## src/rtl/clkcal_pkg.sv

```systemverilog
package clkcal_pkg;
  localparam int SEC_W   = 6;
  localparam int HOUR_W  = 5;
  localparam int WDAY_W  = 3;
  localparam int MDAY_W  = 5;
  localparam int MONTH_W = 4;
  localparam int YEAR_W  = 14;

  localparam logic [SEC_W-1:0]   SEC_MAX   = 6'd59;
  localparam logic [HOUR_W-1:0]  HOUR_MAX  = 5'd23;
  localparam logic [WDAY_W-1:0]  WDAY_MAX  = 3'd6;
  localparam logic [MONTH_W-1:0] MONTH_MAX = 4'd12;
  localparam logic [YEAR_W-1:0]  YEAR_MAX  = 14'd9999;

  function automatic logic is_leap(input logic [YEAR_W-1:0] y);
    logic by4, by100, by400;
    by4   = (y % 14'd4) == 14'd0;
    by100 = (y % 14'd100) == 14'd0;
    by400 = (y % 14'd400) == 14'd0;
    return by400 || (by4 && !by100);
  endfunction

  function automatic logic [MDAY_W-1:0] last_day(input logic [MONTH_W-1:0] m,
                                                 input logic [YEAR_W-1:0] y);
    logic [MDAY_W-1:0] d;
    unique case (m)
      4'd4, 4'd6, 4'd9, 4'd11: d = 5'd30;
      4'd2:                    d = is_leap(y) ? 5'd29 : 5'd28;
      default:                 d = 5'd31;
    endcase
    return d;
  endfunction
endpackage

```

## src/rtl/clkcal_prescaler.sv

```systemverilog
module clkcal_prescaler #(
  parameter int TICK_DIV = 10_000_000
) (
  input  logic clk_i,
  input  logic rst_ni,
  input  logic run_i,
  input  logic load_i,
  output logic tick_o,    // combinational, drives field advance
  output logic tick_q_o   // registered, aligned with field update
);
  localparam int CNT_W = (TICK_DIV > 2) ? $clog2(TICK_DIV) : 1;
  localparam logic [CNT_W-1:0] CNT_LAST = CNT_W'(TICK_DIV - 1);

  logic [CNT_W-1:0] cnt_q;
  logic             tick_q;

  assign tick_o   = run_i && !load_i && (cnt_q == CNT_LAST);
  assign tick_q_o = tick_q;

  always_ff @(posedge clk_i or negedge rst_ni) begin
    if (!rst_ni) begin
      cnt_q  <= '0;
      tick_q <= 1'b0;
    end else begin
      tick_q <= tick_o;
      if (load_i)      cnt_q <= '0;
      else if (tick_o) cnt_q <= '0;
      else if (run_i)  cnt_q <= cnt_q + 1'b1;
    end
  end

  assert_cnt_range_R1: assert property (@(posedge clk_i) disable iff (!rst_ni)
    cnt_q <= CNT_LAST);
  assert_tick_gap_R1: assert property (@(posedge clk_i) disable iff (!rst_ni)
    tick_q |=> !tick_q);
  assert_hold_R1: assert property (@(posedge clk_i) disable iff (!rst_ni)
    (!run_i && !load_i) |=> $stable(cnt_q));
endmodule

```

## src/rtl/clkcal_time.sv

```systemverilog
module clkcal_time
  import clkcal_pkg::*;
(
  input  logic              clk_i,
  input  logic              rst_ni,
  input  logic              tick_i,
  input  logic              load_i,
  input  logic [SEC_W-1:0]  ld_sec_i,
  input  logic [SEC_W-1:0]  ld_min_i,
  input  logic [HOUR_W-1:0] ld_hour_i,
  input  logic [WDAY_W-1:0] ld_wday_i,
  output logic [SEC_W-1:0]  sec_o,
  output logic [SEC_W-1:0]  min_o,
  output logic [HOUR_W-1:0] hour_o,
  output logic [WDAY_W-1:0] wday_o,
  output logic              day_carry_o,
  output logic              sec_wrap_o,
  output logic              min_wrap_o,
  output logic              day_wrap_o,
  output logic              week_wrap_o
);
  logic [SEC_W-1:0]  sec_q, min_q;
  logic [HOUR_W-1:0] hour_q;
  logic [WDAY_W-1:0] wday_q;
  logic sec_end, min_end, hour_end;
  logic sw_q, mw_q, dw_q, ww_q;

  assign sec_end     = tick_i && (sec_q == SEC_MAX);
  assign min_end     = sec_end && (min_q == SEC_MAX);
  assign hour_end    = min_end && (hour_q == HOUR_MAX);
  assign day_carry_o = hour_end;

  always_ff @(posedge clk_i or negedge rst_ni) begin
    if (!rst_ni) begin
      sec_q <= '0; min_q <= '0; hour_q <= '0; wday_q <= '0;
      sw_q <= 1'b0; mw_q <= 1'b0; dw_q <= 1'b0; ww_q <= 1'b0;
    end else begin
      sw_q <= 1'b0; mw_q <= 1'b0; dw_q <= 1'b0; ww_q <= 1'b0;
      if (load_i) begin
        sec_q  <= (ld_sec_i  > SEC_MAX)  ? SEC_MAX  : ld_sec_i;
        min_q  <= (ld_min_i  > SEC_MAX)  ? SEC_MAX  : ld_min_i;
        hour_q <= (ld_hour_i > HOUR_MAX) ? HOUR_MAX : ld_hour_i;
        wday_q <= (ld_wday_i > WDAY_MAX) ? WDAY_MAX : ld_wday_i;
      end else if (tick_i) begin
        sec_q <= sec_end ? '0 : sec_q + 1'b1;
        sw_q  <= sec_end;
        if (sec_end) begin
          min_q <= min_end ? '0 : min_q + 1'b1;
          mw_q  <= min_end;
        end
        if (min_end) begin
          hour_q <= hour_end ? '0 : hour_q + 1'b1;
          dw_q   <= hour_end;
        end
        if (hour_end) begin
          wday_q <= (wday_q == WDAY_MAX) ? '0 : wday_q + 1'b1;
          ww_q   <= (wday_q == WDAY_MAX);
        end
      end
    end
  end

  assign sec_o = sec_q; assign min_o = min_q; assign hour_o = hour_q; assign wday_o = wday_q;
  assign sec_wrap_o = sw_q; assign min_wrap_o = mw_q;
  assign day_wrap_o = dw_q; assign week_wrap_o = ww_q;

  assert_sec_range_R2: assert property (@(posedge clk_i) disable iff (!rst_ni)
    sec_q <= SEC_MAX && min_q <= SEC_MAX);
  assert_sec_wrap_R2: assert property (@(posedge clk_i) disable iff (!rst_ni)
    sw_q |-> sec_q == '0);
  assert_hour_range_R3: assert property (@(posedge clk_i) disable iff (!rst_ni)
    hour_q <= HOUR_MAX);
  assert_midnight_R3: assert property (@(posedge clk_i) disable iff (!rst_ni)
    dw_q |-> (hour_q == '0 && min_q == '0 && sec_q == '0));
  assert_wday_range_R4: assert property (@(posedge clk_i) disable iff (!rst_ni)
    wday_q <= WDAY_MAX);
  assert_wday_step_R4: assert property (@(posedge clk_i) disable iff (!rst_ni)
    (!load_i && !hour_end) |=> $stable(wday_q));
endmodule

```

## src/rtl/clkcal_date.sv

```systemverilog
module clkcal_date
  import clkcal_pkg::*;
(
  input  logic               clk_i,
  input  logic               rst_ni,
  input  logic               day_i,
  input  logic               load_i,
  input  logic [MDAY_W-1:0]  ld_mday_i,
  input  logic [MONTH_W-1:0] ld_month_i,
  input  logic [YEAR_W-1:0]  ld_year_i,
  output logic [MDAY_W-1:0]  mday_o,
  output logic [MONTH_W-1:0] month_o,
  output logic [YEAR_W-1:0]  year_o,
  output logic               mday_wrap_o,
  output logic               year_wrap_o,
  output logic               overflow_o
);
  logic [MDAY_W-1:0]  mday_q, ld_last, ld_mday_c;
  logic [MONTH_W-1:0] month_q, ld_month_c;
  logic [YEAR_W-1:0]  year_q, ld_year_c;
  logic mday_end, month_end, year_end;
  logic dw_q, yw_q, ov_q;

  always_comb begin
    ld_year_c  = (ld_year_i > YEAR_MAX) ? YEAR_MAX : ld_year_i;
    if (ld_month_i == '0)            ld_month_c = 4'd1;
    else if (ld_month_i > MONTH_MAX) ld_month_c = MONTH_MAX;
    else                             ld_month_c = ld_month_i;
    ld_last = last_day(ld_month_c, ld_year_c);
    if (ld_mday_i == '0)           ld_mday_c = 5'd1;
    else if (ld_mday_i > ld_last)  ld_mday_c = ld_last;
    else                           ld_mday_c = ld_mday_i;
  end

  assign mday_end  = day_i && (mday_q == last_day(month_q, year_q));
  assign month_end = mday_end && (month_q == MONTH_MAX);
  assign year_end  = month_end && (year_q == YEAR_MAX);

  always_ff @(posedge clk_i or negedge rst_ni) begin
    if (!rst_ni) begin
      mday_q <= 5'd1; month_q <= 4'd1; year_q <= '0;
      dw_q <= 1'b0; yw_q <= 1'b0; ov_q <= 1'b0;
    end else begin
      dw_q <= 1'b0; yw_q <= 1'b0; ov_q <= 1'b0;
      if (load_i) begin
        mday_q  <= ld_mday_c;
        month_q <= ld_month_c;
        year_q  <= ld_year_c;
      end else if (day_i) begin
        mday_q <= mday_end ? 5'd1 : mday_q + 1'b1;
        dw_q   <= mday_end;
        if (mday_end) begin
          month_q <= month_end ? 4'd1 : month_q + 1'b1;
          yw_q    <= month_end;
        end
        if (month_end) begin
          year_q <= year_end ? '0 : year_q + 1'b1;
          ov_q   <= year_end;
        end
      end
    end
  end

  assign mday_o = mday_q; assign month_o = month_q; assign year_o = year_q;
  assign mday_wrap_o = dw_q; assign year_wrap_o = yw_q; assign overflow_o = ov_q;

  assert_mday_limit_R5: assert property (@(posedge clk_i) disable iff (!rst_ni)
    mday_q >= 5'd1 && mday_q <= last_day(month_q, year_q));
  assert_month_range_R7: assert property (@(posedge clk_i) disable iff (!rst_ni)
    month_q >= 4'd1 && month_q <= MONTH_MAX);
  assert_year_wrap_R7: assert property (@(posedge clk_i) disable iff (!rst_ni)
    yw_q |-> (month_q == 4'd1 && mday_q == 5'd1));
  assert_year_range_R8: assert property (@(posedge clk_i) disable iff (!rst_ni)
    year_q <= YEAR_MAX);
  assert_no_overflow_R8: assert property (@(posedge clk_i) disable iff (!rst_ni)
    ov_q |-> (year_q == '0 && yw_q));
  assert_ovf_pulse_R11: assert property (@(posedge clk_i) disable iff (!rst_ni)
    ov_q |=> !ov_q);
endmodule

```

## src/rtl/clkcal_top.sv

```systemverilog
module clkcal_top
  import clkcal_pkg::*;
#(
  parameter int TICK_DIV = 10_000_000
) (
  input  logic               clk_i,
  input  logic               rst_ni,
  input  logic               run_i,
  input  logic               load_i,
  input  logic [SEC_W-1:0]   ld_sec_i,
  input  logic [SEC_W-1:0]   ld_min_i,
  input  logic [HOUR_W-1:0]  ld_hour_i,
  input  logic [WDAY_W-1:0]  ld_wday_i,
  input  logic [MDAY_W-1:0]  ld_mday_i,
  input  logic [MONTH_W-1:0] ld_month_i,
  input  logic [YEAR_W-1:0]  ld_year_i,
  output logic [SEC_W-1:0]   sec_o,
  output logic [SEC_W-1:0]   min_o,
  output logic [HOUR_W-1:0]  hour_o,
  output logic [WDAY_W-1:0]  wday_o,
  output logic [MDAY_W-1:0]  mday_o,
  output logic [MONTH_W-1:0] month_o,
  output logic [YEAR_W-1:0]  year_o,
  output logic               tick_o,
  output logic               sec_wrap_o,
  output logic               min_wrap_o,
  output logic               day_wrap_o,
  output logic               week_wrap_o,
  output logic               mday_wrap_o,
  output logic               year_wrap_o,
  output logic               overflow_o
);
  logic tick, day_carry;

  clkcal_prescaler #(.TICK_DIV(TICK_DIV)) u_presc (
    .clk_i, .rst_ni, .run_i, .load_i, .tick_o(tick), .tick_q_o(tick_o)
  );

  clkcal_time u_time (
    .clk_i, .rst_ni, .tick_i(tick), .load_i,
    .ld_sec_i, .ld_min_i, .ld_hour_i, .ld_wday_i,
    .sec_o, .min_o, .hour_o, .wday_o,
    .day_carry_o(day_carry), .sec_wrap_o, .min_wrap_o, .day_wrap_o, .week_wrap_o
  );

  clkcal_date u_date (
    .clk_i, .rst_ni, .day_i(day_carry), .load_i,
    .ld_mday_i, .ld_month_i, .ld_year_i,
    .mday_o, .month_o, .year_o, .mday_wrap_o, .year_wrap_o, .overflow_o
  );

  assert_load_quiet_R11: assert property (@(posedge clk_i) disable iff (!rst_ni)
    load_i |=> !(tick_o || sec_wrap_o || day_wrap_o || mday_wrap_o || overflow_o));
endmodule

```

## config.mk

```make
export PLATFORM = sky130hd
export DESIGN_NAME = clkcal_top
export DESIGN_NICKNAME = d
export VERILOG_FILES = /design/src/rtl/clkcal_pkg.sv /design/src/rtl/clkcal_prescaler.sv /design/src/rtl/clkcal_time.sv /design/src/rtl/clkcal_date.sv /design/src/rtl/clkcal_top.sv
export SDC_FILE = /design/constraint.sdc
export NUM_CORES = 1
export LEC_CHECK = 0
export BUFFER_PORTS_ARGS = -buffer_cell sky130_fd_sc_hd__buf_4
export CORE_ASPECT_RATIO = 1.75
export CORE_MARGIN = 2
export CORE_UTILIZATION = 26
export CTS_BUF_LIST = sky130_fd_sc_hd__clkbuf_2 sky130_fd_sc_hd__clkbuf_4 sky130_fd_sc_hd__clkbuf_8
export CTS_CLUSTER_DIAMETER = 80
export DETAILED_ROUTE_END_ITERATION = 10
export GPL_TIMING_DRIVEN = 1
export PLACE_DENSITY_LB_ADDON = 0.1
export SYNTH_ARGS = -nofsm -noshare
export SYNTH_HDL_FRONTEND = slang
export SYNTH_HIERARCHICAL = 1
export SYNTH_SLANG_ARGS = --single-unit
```

## constraint.sdc

```tcl
create_clock -name clk_i -period 6.6 [get_ports clk_i]
set_input_delay 1.65 -clock clk_i [delete_from_list [all_inputs] [get_ports clk_i]]
set_output_delay 1.65 -clock clk_i [all_outputs]
set_load 0.05 [all_outputs]
```

==> reports/metrics.csv, run 1 <==
stage;metric;value;unit
timing;finalWorstSetupSlack;0.273;ns
timing;worst_pin_slew;1.21;ns
floorplan;dieWidth;135;µm
placement;dpl.cell_count;1552;
pwr;combPwrFrac;57.2;%
placement;portBuffers;97;
timing;drv_slew;0;
synth;synth_fp_nets;1073;
timing;setup_viol;0;
synth;ys_warn_count;6;
global_route;antenna_found_initial;0;
floorplan;fp.coreArea;29400;µm²
route;final_antenna_net_count;0;
synth;synthFlopType;dfrtp_1;
synth;ys_ff_latch;75;
pwr;power.share.clock;20.1;%
synth;netlist_area;7760;µm²
worst_setup_path;cp_max_fo;9;
finish;synthToLayoutAreaGrowth;31.2;%
worst_hold_path;hold_class;reg2reg;
timing;finClkSkew;0.0152;ns
route;via_count;8712;
pwr;power.internal;1.37;mW
global_route;grt_max_degree;70;
worst_hold_path;min_from;u_presc/cnt_q[23];
route;remaining_drc_errors;0;
pwr;peakVddDrop;0.103;mV
worst_hold_path;holdPathStages;2;
worst_setup_path;cp-start-kind;input port;
floorplan;die-area;31300;µm²
finish;fin_nets;1249;
finish;final_common_cell;buf_4;
worst_setup_path;cp.required;6.87;ns
clock_network;numCtsBuffers;9;
worst_setup_path;timing.rr.start;u_date/year_o[12];
clock_network;cts_root_buf;clkbuf_8;
finish;stdcell_area;10200;µm²
placement;place_area;9590;µm²
floorplan;row_count;83;
pwr;leakage;4.16;nW
global_route;grt_pass1_wl;44800;µm
clock_network;cts_sinks;75;
floorplan;initial_core_util;26.4;%
timing;fmax;0.158;GHz
clock_network;clockBufferDepth;2;
timing;period_needed;6.33;ns
route;drt-total-wl;28300;µm
clock_network;cts_tree;done;
pwr;cellPowerDensity;242;nW/µm²
synth;ys_seq_area_share;24.2;%
pwr;p_sw_share;44.1;%
synth;ys_types;110;
worst_setup_path;path_class;in2reg;
pwr;power_frac_seq;22.7;%
global_route;grt.total_usage;17.9;%
timing;timing.final.crit_share;95.9;%
flow_run;maxCapViolCount;0;
worst_setup_path;cp.arrival;6.59;ns
global_route;grt_pass1_vias;8530;
floorplan;die_h;233;µm
clock_network;clk_latency;0.39;ns
timing;maxSlewHeadroom;19.4;%
finish;finish.utilization;34.6;%
synth;async_flop_share;100;%
finish;layout_common_cells;217 x buf_4, 97 x nand2_1, 82 x nor2_1;
floorplan;ios;98;
placement;dp_hpwl;21900;µm
synth;synth_area_per_cell;7.66;µm²
placement;gp_congestion;0.875;
placement;dp_slack;-0.259;ns
worst_setup_path;r2r_slack;0.67;ns
synth;synthCells;1013;
worst_setup_path;critPathCaptureType;flip-flop;
finish;diodes;0;
route;drtPass1Iterations;5;
worst_setup_path;r2r_cells;19;
route;drt-initial-drc-count;386;
timing;finalHoldWorstSlack;0.556;ns
timing;fin_setup_tns;0;ns
route;vias_per_cell;5.53;
clock_network;cts.reportedPaths.clkPinSlew;0.10;ns
worst_hold_path;whs_endpoint;u_presc/cnt_q[23];
global_route;grt_overflow_total;0;
route;drt-wirelength-per-cell;18.0;µm
timing;hold_violations;0;
clock_network;htree_levels;3;
status;status;finished, final reports clean;
synth;synth_edf_count;0;
worst_setup_path;rr_endpoint;u_date/mday_o[4];
pwr;total_power;2.46;mW
finish;drive_gt1_share;28.5;%
finish;fin_cells;1575;
pwr;p_sw;1.08;mW
-- worst max path at each step --
stage	startpoint	endpoint	slack (ns)	depth (start not counted)
final	ld_year_i[8]	u_date/mday_o[1]	0.27	27
after global routing	ld_year_i[12]	u_date/mday_o[1]	-0.09	29
after detailed placement	ld_year_i[12]	u_date/mday_o[1]	-0.26	27
after floorplan	ld_year_i[11]	u_date/mday_o[1]	0.03	25
after CTS	ld_year_i[12]	u_date/mday_o[1]	0.12	27
after global placement	ld_year_i[12]	u_date/mday_o[1]	-0.33	25
-- worst max-delay path, cell delays in order --
cell	delay, ns
buf_4	0.13
and3_1	0.25
nor3_4	0.07
buf_4	0.13
o211a_1	0.24
a311o_1	0.32
buf_4	0.17
buf_4	0.13
a21oi_4	0.20
nor2_1	0.10
o31a_1	0.35
nand2b_4	0.17
a21o_1	0.19
a221o_2	0.44
and3_1	0.23
nor4bb_1	0.35
o211a_1	0.23
nor3_2	0.06
a31oi_2	0.16
nor2_1	0.06
nor2_1	0.09
ha_1	0.23
a21oi_1	0.13
o21ai_0	0.11
and2_1	0.17
o21ai_0	0.15
a21oi_1	0.08
-- synth_stat cells, types with 7 or more instances --
master,number,area share (%)
ha_1,13,2.1
o21a_1,7,0.68
nor2b_1,12,0.97
and3_1,19,1.5
inv_1,23,1.1
buf_2,13,0.84
nor4_1,13,1.0
a211oi_1,10,0.97
o31ai_1,15,1.5
clkbuf_1,30,1.5
or3_1,19,1.5
a21boi_0,9,0.87
nand3_1,53,3.4
xnor2_1,9,1.0
o22ai_1,7,0.56
nand2b_1,17,1.4
a21o_1,14,1.4
and2_1,9,0.73
a221o_1,9,1.2
nor3_1,34,2.2
o21ai_1,10,0.64
a21oi_1,84,5.4
dfrtp_1,73,24
o211ai_1,8,0.77
nor2_1,84,4.1
nand2_1,98,4.7
nand4_1,17,1.4
o21ai_0,63,4.1
a31oi_1,26,2.1
or2_2,10,0.81
-- metal layers --
layer,GRT usage (%),vias up,part of all wire (%)
met5,0,-,0
met4,8.39,0,3.4
met3,2.14,48,3.0
met2,34.5,176,55
met1,18.8,4225,39
li1,-,4263,-
-- what timing repair did --
action,in CTS,in global routing
setup buffers,0,8
gates resized for setup,0,56
hold buffers,0,0
endpoints found under the setup margin,0,2
-- logic make-up after synthesis --
logic type	Yosys count	synth area share (%)
muxes	13	2.03
xor gates and xnor gates	16	1.90
DFF	75	24.2
AOI/OAI and AO/OA	363	32.6
and+or+nand+nor	455	32.6
buffers and inverters	78	4.54
adders and majority gates	13	2.10
-- registers in the layout, indices dropped and copies added (netlist names), 3 cells and up --
register        flops
u_time/sec_o        6
u_time/min_o        6
u_date/mday_o       5
u_time/hour_o       5
u_time/wday_o       3
u_presc/cnt_q      24
u_date/month_o      4
u_date/year_o      14
-- power groups by stage --
stage	registers [mW]	logic [mW]	clock network, mW
floorplan	0.619	0.810	0
global placement	0.568	1.32	0
detailed placement	0.568	1.32	0
CTS	0.559	1.33	0.513
global route	0.567	1.53	0.528
finish	0.558	1.41	0.495
-- cell type report --
| type | instances | area [µm²] |
|---|---|---|
| fill | 3156 | 19200 |
| multi-input combinational | 860 | 5830 |
| sequential | 75 | 1880 |
| timing repair buffer | 218 | 1640 |
| tap | 382 | 478 |
| clock inverter | 6 | 138 |
| clock buffer | 9 | 124 |
| inverter | 25 | 93.8 |
(Power assumes the default switching activity.)
==> run 2, diff against run 1 <==
--- a/config.mk
+++ b/config.mk
@@ -9,7 +9,6 @@
 export CORE_ASPECT_RATIO = 1.75
 export CORE_MARGIN = 2
 export CORE_UTILIZATION = 26
-export CTS_BUF_LIST = sky130_fd_sc_hd__clkbuf_2 sky130_fd_sc_hd__clkbuf_4 sky130_fd_sc_hd__clkbuf_8
 export CTS_CLUSTER_DIAMETER = 80
 export DETAILED_ROUTE_END_ITERATION = 10
 export GPL_TIMING_DRIVEN = 1
==> constraint.sdc (replaced) <==
create_clock -name clk_i -period 7.1 [get_ports clk_i]
set_input_delay 1.775 -clock clk_i [delete_from_list [all_inputs] [get_ports clk_i]]
set_output_delay 1.775 -clock clk_i [all_outputs]
set_load 0.05 [all_outputs]
==> reports/metrics.csv, run 2 (synthesis results as in run 1) <==
stage;metric;value;unit
finish;layout_common_cells;179 x buf_4, 98 x nand2_1, 84 x nor2_1;
worst_setup_path;critPathCaptureType;flip-flop;
timing;setup_viol;0;
pwr;p_sw_share;44.6;%
pwr;combPwrFrac;54.5;%
route;drt-total-wl;27800;µm
worst_setup_path;crit_family;compound AO/OA/AOI/OAI gates;
clock_network;numCtsBuffers;9;
global_route;grt_max_degree;58;
placement;dpl.cell_count;1519;
timing;timing.final.crit_share;93.5;%
timing;worst_pin_slew;1.17;ns
finish;fin_nets;1210;
worst_hold_path;hold_class;reg2reg;
route;final_antenna_net_count;0;
clock_network;clk_latency;0.36;ns
floorplan;initial_core_util;26.4;%
worst_setup_path;cp.required;7.33;ns
clock_network;cts_sinks;75;
floorplan;row_count;83;
floorplan;die_h;233;µm
status;status;finished, final reports clean;
timing;drv_slew;0;
pwr;leakage;3.94;nW
pwr;p_sw;1.00;mW
route;drt-initial-drc-count;511;
finish;drive_gt1_share;24.2;%
pwr;power.internal;1.25;mW
placement;gp_congestion;0.858;
route;via_count;8549;
placement;portBuffers;97;
worst_setup_path;cp.arrival;6.87;ns
global_route;grt.total_usage;17.8;%
worst_setup_path;cpPeakStageDelay;0.44;ns
timing;rsz0062_at_grt;false;
timing;fmax;0.151;GHz
worst_setup_path;path_buf_inv;4;
placement;dp_hpwl;21500;µm
global_route;grt_overflow_total;0;
finish;final_common_cell;buf_4;
placement;dp_slack;-0.270;ns
pwr;power.share.clock;22.3;%
finish;synthToLayoutAreaGrowth;25.5;%
clock_network;cts_tree;done;
pwr;peakVddDrop;0.122;mV
finish;top_register;u_presc/cnt_q;
pwr;power_frac_seq;23.1;%
route;drt-wirelength-per-cell;18.1;µm
timing;hold_violations;0;
timing;finClkSkew;0.0158;ns
global_route;grt_pass1_vias;8514;
clock_network;cts.reportedPaths.clkPinSlew;0.07;ns
clock_network;cts_root_buf;clkbuf_16;
worst_setup_path;crit_top_cell;buf_4;
finish;diodes;0;
route;vias_per_cell;5.56;
global_route;antenna_found_initial;0;
flow_run;maxCapViolCount;0;
timing;finalWorstSetupSlack;0.460;ns
pwr;cellPowerDensity;231;nW/µm²
floorplan;ios;98;
worst_setup_path;cp_max_fo;8;
finish;fin_cells;1537;
floorplan;fp.coreArea;29400;µm²
clock_network;clockBufferDepth;2;
route;remaining_drc_errors;0;
finish;finish.utilization;33.2;%
worst_setup_path;cp-start-kind;input port;
timing;period_needed;6.64;ns
worst_setup_path;path_class;in2reg;
finish;largest_register_ffs;24;
timing;maxSlewHeadroom;22.3;%
clock_network;htree_levels;3;
worst_setup_path;crit_slowest_cell;a221o_1;
floorplan;die-area;31300;µm²
global_route;grt_pass1_wl;44800;µm
floorplan;dieWidth;135;µm
route;drtPass1Iterations;5;
-- run 2: cell types whose count changed in the layout (fill, tap and decap cells not counted), sizes merged --
cell	before	now
clkbuf	9	10
bufinv	4	1
inv	24	25
clkinvlp	0	2
buf	218	179
-- run 2: worst paths after layout --
| path | startpoint | end | slack, ns | depth (start not counted) |
|---|---|---|---|---|
| setup / recovery | ld_year_i[10] | u_date/mday_o[1] | 0.46 | 28 |
| max in group asynchronous | rst_ni | u_date/year_o[1] | 4.71 | 2 |
| setup reg to reg | u_date/year_o[12] | u_date/mday_o[3] | 1.13 | 18 |
| hold / removal | u_presc/cnt_q[18] | u_presc/cnt_q[18] | 0.55 | 2 |
| hold reg to reg | u_presc/cnt_q[18] | u_presc/cnt_q[18] | 0.55 | 2 |
| min in group asynchronous | rst_ni | u_presc/cnt_q[21] | 1.29 | 1 |
-- run 2: per-stage QoR --
step                      hold slack [ns]  power [mW]  setup TNS [ns]  area, µm²
after floorplan                     0.493        1.32               0       7760
after global placement              0.532        1.72          -0.273       9310
after CTS                           0.546        2.23               0       9620
after detailed placement            0.536        1.72          -0.427       9310
final                               0.549        2.25               0       9740
after global routing                0.580        2.40               0       9740
-- run 2: tightest hold or removal path: stages, from the launching register on --
cell	delay [ns]
dfrtp_1	0.40
nand2_1	0.06
nand3_1	0.06
-- run 2: power groups by stage --
stage | logic [mW] | registers [mW] | clock network, mW
2_1_floorplan | 0.748 | 0.575 | 0
3_3_place_gp | 1.19 | 0.528 | 0
3_5_place_dp | 1.19 | 0.529 | 0
4_1_cts | 1.19 | 0.521 | 0.516
5_1_grt | 1.34 | 0.529 | 0.535
6_report | 1.22 | 0.520 | 0.502
-- run 2: routing by layer --
layer  global-route usage [%]  vias to the layer above  wire length, µm
met1                     19.2                     4102            10800
met2                     33.5                      200            14900
met3                     2.29                       58             1040
met4                     8.42                        0             1020
li1                         -                     4189                -
met5                        0                        -                0
-- run 2: what timing repair did --
action | CTS | global route
hold buffers | 0 | 0
resized for setup | 0 | 24
setup buffers | 0 | 2
endpoints found under the setup margin | 0 | 2
-- run 2: cell type report --
class / instances / area, µm²
flip-flops and latches: 75 / 1880
fillers: 3205 / 19600
repair buffers: 179 / 1340
multi-input cells: 860 / 5640
well taps: 382 / 478
inverters: 25 / 93.8
clock buffers: 10 / 239
clock inverters: 6 / 71.3
==> run 3, diff against run 2 <==
--- a/config.mk
+++ b/config.mk
@@ -7,7 +7,7 @@
 export LEC_CHECK = 0
 export BUFFER_PORTS_ARGS = -buffer_cell sky130_fd_sc_hd__buf_4
 export CORE_ASPECT_RATIO = 1.75
-export CORE_MARGIN = 2
+export CORE_MARGIN = 8
 export CORE_UTILIZATION = 26
 export CTS_CLUSTER_DIAMETER = 80
 export DETAILED_ROUTE_END_ITERATION = 10
==> reports/metrics.csv, run 3 (synthesis results as in run 1) <==
stage;metric;value;unit
status;status;finished, final reports clean;
timing;timing.final.crit_share;93.3;%
placement;portBuffers;97;
finish;stdcell_area;9470;µm²
floorplan;initial_core_util;26.4;%
worst_setup_path;rr_endpoint;u_date/mday_o[3];
worst_setup_path;crit_slowest_cell;a2111oi_2;
worst_setup_path;r2r_cells;18;
finish;drive_gt1_share;21.7;%
floorplan;row_count;83;
route;final_antenna_net_count;0;
global_route;grt_pass1_vias;8434;
global_route;grt_pass1_wl;45100;µm
worst_setup_path;crit_start;ld_year_i[12];
flow_run;maxCapViolCount;0;
route;via_count;8415;
worst_setup_path;timing.rr.start;u_date/year_o[12];
route;drtPass1Iterations;7;
clock_network;clk_latency;0.35;ns
pwr;peakVddDrop;0.116;mV
placement;gp_congestion;0.894;
clock_network;cts_root_buf;clkbuf_16;
pwr;total_power;2.20;mW
placement;dp_hpwl;21800;µm
global_route;antenna_found_initial;2;
worst_setup_path;crit_top_cell;buf_4;
timing;fmax;0.151;GHz
worst_setup_path;cp_max_fo;8;
placement;place_area;9080;µm²
placement;dp_slack;-0.0937;ns
timing;finalWorstSetupSlack;0.473;ns
global_route;grt_max_degree;71;
timing;maxSlewHeadroom;35.5;%
timing;drv_slew;0;
clock_network;hold_buffers;0;
worst_setup_path;critPathCaptureType;flip-flop;
clock_network;cts_tree;done;
floorplan;dieWidth;147;µm
clock_network;cts.reportedPaths.clkPinSlew;0.07;ns
floorplan;die_h;245;µm
pwr;leakage;3.79;nW
worst_setup_path;cp.arrival;6.91;ns
global_route;grt_overflow_total;0;
finish;largest_register_ffs;24;
route;drt-initial-drc-count;364;
worst_setup_path;path_class;in2reg;
floorplan;die-area;35900;µm²
floorplan;ios;98;
placement;dpl.cell_count;1488;
worst_hold_path;whs_endpoint;u_presc/cnt_q[5];
finish;synthToLayoutAreaGrowth;22.0;%
clock_network;clockBufferDepth;2;
finish;fill_cells;3232;
worst_hold_path;holdPathStages;1;
finish;layout_common_cells;147 x buf_4, 98 x nand2_1, 84 x nor2_1;
route;remaining_drc_errors;0;
timing;rsz0062_at_grt;false;
route;drt-total-wl;28200;µm
clock_network;numCtsBuffers;9;
timing;finClkSkew;0.00786;ns
floorplan;fp.coreArea;29400;µm²
pwr;cellPowerDensity;232;nW/µm²
timing;setup_viol;0;
timing;worst_pin_slew;0.967;ns
timing;hold_violations;0;
worst_setup_path;cp.required;7.38;ns
global_route;grt.total_usage;15.4;%
worst_setup_path;r2r_slack;1.17;ns
finish;top_register;u_presc/cnt_q;
route;drt-wirelength-per-cell;18.8;µm
worst_setup_path;cp-start-kind;input port;
clock_network;htree_levels;3;
finish;fin_cells;1505;
finish;fin_nets;1178;
worst_hold_path;min_from;u_presc/cnt_q[5];
route;vias_per_cell;5.59;
finish;final_common_cell;buf_4;
worst_setup_path;cpPeakStageDelay;0.48;ns
timing;period_needed;6.63;ns
worst_hold_path;hold_class;reg2reg;
clock_network;cts_sinks;75;
run 3: cell count changes in the layout (fill, tap and decap cells not counted), sizes merged:
cell | before | now
clkbuf | 10 | 9
bufinv | 1 | 2
clkinv | 3 | 4
inv | 25 | 24
diode | 0 | 1
buf | 179 | 147
clkinvlp | 2 | 1
run 3: worst max path at each step:
stage,to,cells after the start,slack (ns)
after CTS,u_date/mday_o[0],29,0.27
after floorplan,u_date/mday_o[1],26,0.29
after global routing,u_date/mday_o[1],28,0.001
after global placement,u_date/mday_o[1],29,-0.12
after detailed placement,u_date/mday_o[0],29,-0.09
final,u_date/mday_o[0],28,0.47
run 3: metrics by stage:
step | TNS (ns) | util, % | hold WS [ns]
after CTS | 0 | 32.0 | 0.540
after floorplan | 0 | - | 0.493
after global placement | -0.221 | 30.9 | 0.533
final | 0 | 32.2 | 0.542
after detailed placement | -0.180 | 30.9 | 0.530
after global routing | 0 | 32.2 | 0.565
run 3: layout make-up:
cell class              count  area (µm²)  area share [%]
clock inverters             6        90.1           0.951
diodes                      1        2.50          0.0264
well taps                 382         478            5.04
flip-flops and latches     75        1880            19.8
multi-input cells         860        5600            59.1
clock buffers               9         225            2.38
repair buffers            147        1100            11.6
inverters                  25        93.8           0.990
run 3: timing repair:
| action | 4_1_cts | 5_1_grt |
|---|---|---|
| buffers inserted | 0 | 1 |
| setup endpoints to repair | 0 | 2 |
| resized for setup | 0 | 17 |
run 3: power breakdown:
group	internal, mW	leakage, nW	switching (mW)	total [mW]
registers	0.453	0.938	0.0673	0.521
clock network	0.308	0.152	0.206	0.514
logic	0.464	2.70	0.698	1.16
run 3: worst max-delay path: cells and delay by family:
family / cells / cell delay, ns
buffers and inverters: 4 / 0.63
and+or+nand+nor: 12 / 2.07
muxes: 1 / 0.38
adders and majority gates: 1 / 0.23
AOI/OAI and AO/OA: 10 / 1.83
run 3: per-layer routing:
| layer | global-route usage, % | share of wire [%] | wire, µm |
|---|---|---|---|
| met1 | 16.4 | 40 | 11200 |
| met2 | 29.0 | 54 | 15300 |
| met3 | 2.31 | 3.3 | 931 |
| met4 | 7.21 | 3.1 | 862 |
| met5 | 0 | 0.046 | 13 |
